File: config.mk
export PLATFORM = sky130hd
export DESIGN_NAME = ts_sec_extender
export DESIGN_NICKNAME = d
export VERILOG_FILES = /design/src/rtl/ts_sec_extender_pkg.sv /design/src/rtl/tsx_control.sv /design/src/rtl/tsx_datapath.sv /design/src/rtl/ts_sec_extender.sv
export SDC_FILE = /design/constraint.sdc
export NUM_CORES = 1
export LEC_CHECK = 0
export BUFFER_PORTS_ARGS = -buffer_cell sky130_fd_sc_hd__buf_2
export CORE_ASPECT_RATIO = 1.2
export CORE_UTILIZATION = 35
export DETAILED_ROUTE_END_ITERATION = 12
export SLEW_MARGIN = 20
export SYNTH_ARGS = -nofsm -noshare
export SYNTH_HDL_FRONTEND = slang
export SYNTH_SLANG_ARGS = --single-unit
File: constraint.sdc
create_clock -name clk -period 3.7 [get_ports clk]
set_clock_uncertainty 0.05 [all_clocks]
set_input_delay 0.37 -clock clk [delete_from_list [all_inputs] [get_ports clk]]
set_output_delay 0.37 -clock clk [all_outputs]
set_load 0.005 [all_outputs]
File: src/rtl/ts_sec_extender_pkg.sv
package ts_sec_extender_pkg;

  // strobes from control to datapath
  typedef struct packed {
    logic load;
  } tsxStrobe_t;

  // candidate offsets searched, in order of preference
  localparam int NUM_CAND = 3;

endpackage

File: src/rtl/tsx_control.sv
module tsx_control
  import ts_sec_extender_pkg::*;
(
  input  logic       clk,
  input  logic       rst_n,
  input  logic       inValid,
  input  logic       outReady,
  output logic       inReady,
  output logic       outValid,
  output tsxStrobe_t str
);

  logic accept;

  assign inReady  = !outValid || outReady;
  assign accept   = inValid && inReady;
  assign str.load = accept;

  always_ff @(posedge clk) begin
    if (!rst_n) begin
      outValid <= 1'b0;
    end else if (accept) begin
      outValid <= 1'b1;
    end else if (outReady) begin
      outValid <= 1'b0;
    end
  end

  // a taken request shows up as valid output one cycle later
  a_r8_valid_after_accept: assert property (@(posedge clk) disable iff (!rst_n)
    (inValid && inReady) |=> outValid);

  // a stalled result stays valid
  a_r9_valid_held: assert property (@(posedge clk) disable iff (!rst_n)
    (outValid && !outReady) |=> outValid);

endmodule

File: src/rtl/tsx_datapath.sv
module tsx_datapath
  import ts_sec_extender_pkg::*;
#(
  parameter int SEC_W      = 48,
  parameter int CAP_SEC_W  = 2,
  parameter int NS_W       = 30,
  parameter int NS_PER_SEC = 1000000000
) (
  input  logic                          clk,
  input  logic                          rst_n,
  input  tsxStrobe_t                    str,
  input  logic [CAP_SEC_W+NS_W-1:0]     capWord,
  input  logic [SEC_W-1:0]              refSec,
  output logic [SEC_W-1:0]              outSec,
  output logic [NS_W-1:0]               outNsec,
  output logic                          outErr
);

  localparam int CAP_W = CAP_SEC_W + NS_W;
  localparam logic [NS_W-1:0]  NS_LIMIT = NS_W'(NS_PER_SEC);
  localparam logic [SEC_W-1:0] SEC_ONE  = SEC_W'(1);
  localparam logic [SEC_W-1:0] SEC_MAX  = {SEC_W{1'b1}};

  logic [CAP_SEC_W-1:0] capSec;
  logic [NS_W-1:0]      capNs;
  logic                 overRange;
  logic [NS_W-1:0]      normNs;
  logic [CAP_SEC_W-1:0] normSec;

  assign capSec    = capWord[CAP_W-1 -: CAP_SEC_W];
  assign capNs     = capWord[NS_W-1:0];
  assign overRange = (capNs >= NS_LIMIT);
  assign normNs    = overRange ? (capNs - NS_LIMIT) : capNs;
  assign normSec   = capSec + CAP_SEC_W'(overRange);

  logic [SEC_W-1:0] candSec [NUM_CAND];
  logic [NUM_CAND-1:0] candOk;
  logic [NUM_CAND-1:0] candHit;

  for (genvar i = 0; i < NUM_CAND; i++) begin : g_cand
    if (i == 0) begin : g_same
      assign candSec[i] = refSec;
      assign candOk[i]  = 1'b1;
    end else if (i == 1) begin : g_before
      assign candSec[i] = refSec - SEC_ONE;
      assign candOk[i]  = (refSec != '0);
    end else begin : g_after
      assign candSec[i] = refSec + SEC_ONE;
      assign candOk[i]  = (refSec != SEC_MAX);
    end
    assign candHit[i] = candOk[i] && (candSec[i][CAP_SEC_W-1:0] == normSec);
  end

  logic [SEC_W-1:0] selSec;
  logic             anyHit;

  always_comb begin
    selSec = '0;
    anyHit = |candHit;
    for (int k = NUM_CAND - 1; k >= 0; k--) begin
      if (candHit[k]) selSec = candSec[k];
    end
  end

  always_ff @(posedge clk) begin
    if (!rst_n) begin
      outSec  <= '0;
      outNsec <= '0;
      outErr  <= 1'b0;
    end else if (str.load) begin
      if (anyHit) begin
        outSec  <= selSec;
        outNsec <= normNs;
        outErr  <= 1'b0;
      end else begin
        outSec  <= '0;
        outNsec <= '0;
        outErr  <= 1'b1;
      end
    end
  end

  // an error result carries no timestamp
  a_r6_err_zero: assert property (@(posedge clk) disable iff (!rst_n)
    outErr |-> (outSec == '0 && outNsec == '0));

  // nanoseconds stay below one second
  a_r10_ns_range: assert property (@(posedge clk) disable iff (!rst_n)
    outNsec < NS_LIMIT);

  // a good result is within one second of its reference
  a_r5_window: assert property (@(posedge clk) disable iff (!rst_n)
    str.load |=> (outErr || outSec == $past(refSec)
                  || outSec == $past(refSec) - SEC_ONE
                  || outSec == $past(refSec) + SEC_ONE));

  // low seconds bits of a good result match the normalised capture
  a_r3_low_bits: assert property (@(posedge clk) disable iff (!rst_n)
    str.load |=> (outErr || outSec[CAP_SEC_W-1:0] == $past(normSec)));

endmodule

File: src/rtl/ts_sec_extender.sv
module ts_sec_extender
  import ts_sec_extender_pkg::*;
#(
  parameter int SEC_W      = 48,
  parameter int CAP_SEC_W  = 2,
  parameter int NS_W       = 30,
  parameter int NS_PER_SEC = 1000000000
) (
  input  logic                      clk,
  input  logic                      rst_n,
  input  logic                      inValid,
  output logic                      inReady,
  input  logic [CAP_SEC_W+NS_W-1:0] capWord,
  input  logic [SEC_W-1:0]          refSec,
  output logic                      outValid,
  input  logic                      outReady,
  output logic [SEC_W-1:0]          outSec,
  output logic [NS_W-1:0]           outNsec,
  output logic                      outErr
);

  tsxStrobe_t str;

  tsx_control u_ctrl (
    .clk      (clk),
    .rst_n    (rst_n),
    .inValid  (inValid),
    .outReady (outReady),
    .inReady  (inReady),
    .outValid (outValid),
    .str      (str)
  );

  tsx_datapath #(
    .SEC_W      (SEC_W),
    .CAP_SEC_W  (CAP_SEC_W),
    .NS_W       (NS_W),
    .NS_PER_SEC (NS_PER_SEC)
  ) u_dp (
    .clk     (clk),
    .rst_n   (rst_n),
    .str     (str),
    .capWord (capWord),
    .refSec  (refSec),
    .outSec  (outSec),
    .outNsec (outNsec),
    .outErr  (outErr)
  );

  // a stalled result does not change
  a_r9_stable: assert property (@(posedge clk) disable iff (!rst_n)
    (outValid && !outReady) |=> ($stable(outSec) && $stable(outNsec) && $stable(outErr)));

endmodule

==> results.md <==
* Die area at roughly 0.018 mm2
* Final WS setup at approximately 0.28 ns
* Crit path kind: input port to flop
* H-tree level count at 3
* Mapped Nets at around 900
* Dpl cells at approximately 1200
* Logic pwr share at 30.1%
* Chip Height at ~150 um
* Top FF cell, synth: dfxtp_1
* Hold Worst Slack at approximately 0.19 ns
* Via density at between 6 and 7
* Yosys synthesis warning count at 0
* Initial DRC Count at around 540
* Drt wl/cell at approximately 19 um
* Number of routed nets with antenna violations at 0
* Clock period minus worst slack at 3.42 ns
* Power Total at ~2.8 mW
* HPWL after DPL at ~18000 um
* Post-Syn Instances at between 800 and 900
* Largest cells by area after synthesis: dfxtp_1 (26%), nand2_1 (6.1%), o21ai_0 (4.8%)
* Sequential area share after synthesis at a little over a quarter
* Worst EP required at between 3 and 4 ns
* Worst-margin pin slew at 0.701 ns
* Clock power share at between 30% and 40%
* Peak VDD IR at ~0.19 mV
* Synth top area share at a little over a quarter
* I/O pins at 165
* Core area at between 0.015 and 0.02 mm2
* RSZ-0062 raised after global routing: no
* GRT Total Usage at 25.7%
* Psw at 895 uW
* P_leak at around 3.1 nW
* Pre-CTS WS at -0.0474 ns
* PwrDens at about 360 mW/mm2
* Sum Neg Setup Slack at 0 ns
* Drt first pass iters at 5
* EDFF count, synth at 0
* Buffers added on ports at roughly 160
* Syn avg cell area at ~7.5 um2
* Area Overhead vs Synth at 25.4%
* Grt total ovfl at 0
* # rows at 52
* Rel. slew slack at ~53%
* Power Internal at roughly 1.9 mW
* Post-route design area at between 0.007 and 0.008 mm2
* Yosys reg bits at 80
* Max-cap violations at 0
* Vias at just over 7000
* FILL cells at approximately 1800
* Most frequent cells after synthesis: nand2_1 (99), dfxtp_1 (80), o21ai_0 (58)
* DRC Markers at 0
* Layout Cells excl Fill at approximately 1200
* Final setup viols at 0
* Number of buffers created by CTS at 9
* Vias in the first global route at 6708
* CTS Hold Buffers Added at 0
* First-pass GRT wire length at 36000 um
* Max Slew Vio Count at 0
* Startpoint Class: input port
* Clk_lat worst skew at between 0.3 and 0.4 ns
* HP Class: input port to flop
* Part of the power in registers at between 30% and 40%
* Placed Area at 0.00733 mm2
* CP Max Fanout at 23
* Synth cell types at 83
* Crit. End Element: flop
* Final Cycle Share at between 90% and 100%
* Synth async-reset ratio at 0%
* Nets@finish at about 1100
* Clk sink count at 80
* Status: complete, no violations
* Post-CTS sizing at 0
* CTS tree: yes
* Count leader, synth: nand2_1
* FMAX at ~300 MHz
* Synthesized area at approximately 0.0061 mm2
* Post-synth top area cell: dfxtp_1
* Clock Path Buffers at 2
* Setup Fix Bufs, Post-CTS at 0
* Final Util at 45.1%
* Initial core utilization at 35.9%
* CP arrival at 3.59 ns
* Clock transition at path regs at about 0.07 ns
* Hold Vio Cnt, Final at 0
* Final wirelength at roughly 23000 um
* Share of layout cells above drive strength 1 at between 20% and 30%
* Largest net degree at the start of global routing at 29
* Sw frac at between 30% and 40%
* CTS root buffer: clkbuf_16
* Width of the chip at ~120 um
* GPL Wtd Cong at ~0.94
* Initial antenna violation count at 1
## placed cells by master, fill, tap and decap left out, drive strengths merged, types with 10 or more instances in the layout
cell type / n
inv: 10
nand2: 99
buf: 225
clkbuf: 11
dfxtp: 80
xor2: 11
nor2: 59
xnor2: 16
or3: 11
a32o: 16
o21ai: 66
nor2b: 18
nor3: 36
o211ai: 11
nand3: 32
a21oi: 29
and2: 14
nand4: 21
a22oi: 15
o31ai: 10
nor4: 26
## critical path, cell delays in order
cell       delay (ns)
buf_2            0.11
nor4_1           0.30
buf_4            0.17
nand4_1          0.07
o41ai_1          0.47
a2bb2oi_1        0.17
inv_1            0.12
ha_1             0.19
xnor3_1          0.45
and2_1           0.22
a21o_1           0.22
o211ai_2         0.25
buf_4            0.33
o21ai_0          0.13
## power groups by stage
stage          Combinational (mW)  Sequential (mW)  Clock (mW)
4_1_cts                     0.830            0.962        1.01
3_5_place_dp                0.827            0.980           0
6_report                    0.837            0.961       0.986
5_1_grt                     0.910            0.970        1.05
2_1_floorplan               0.458            0.984           0
3_3_place_gp                0.824            0.981           0
## layout make-up
| cell class | count | area [um2] | share of cell area (%) |
|---|---|---|---|
| diodes | 1 | 2.50 | 0.0327 |
| repair buffers | 225 | 1330 | 17.4 |
| clock buffers | 11 | 243 | 3.17 |
| inverters | 9 | 33.8 | 0.441 |
| multi-input cells | 650 | 4100 | 53.5 |
| clock inverters | 4 | 77.6 | 1.01 |
| well taps | 216 | 270 | 3.53 |
| flip-flops and latches | 80 | 1600 | 20.9 |
## logic make-up after synthesis
group                      count (synthesis)  synth area share, %
buffers and inverters                     81                 6.64
DFF                                       80                 26.2
AOI/OAI and AO/OA                        251                 29.7
adders and majority gates                  4                0.820
and+or+nand+nor                          365                 32.0
muxes                                      2                0.349
xor gates and xnor gates                  28                 4.24
## worst paths after layout
check	slack [ns]	startpoint	to	cells after the start
min	0.19	capWord[29]	u_dp.outNsec[29]	2
min reg2reg	0.39	u_dp.outSec[32]	u_dp.outSec[32]	2
max reg2reg	1.56	u_ctrl.outValid	u_dp.outSec[11]	8
max	0.28	capWord[7]	u_dp.outSec[4]	14
## per-layer routing
metal / track usage (%) / wire length (um) / up-vias / share of wire [%]
li1: - / - / 3423 / -
met1: 31.1 / 9230 / 3399 / 40
met2: 41.2 / 10800 / 333 / 47
met3: 7.19 / 1960 / 68 / 8.5
met4: 12.8 / 958 / 0 / 4.2
met5: 0 / 0 / - / 0
## state kept, by name, indices dropped and copies added (netlist names)
register	cells
u_dp.outSec	48
u_dp.outNsec	30
u_ctrl.outValid	1
u_dp.outErr	1
Note: power is estimated with default switching activity, not from simulation.
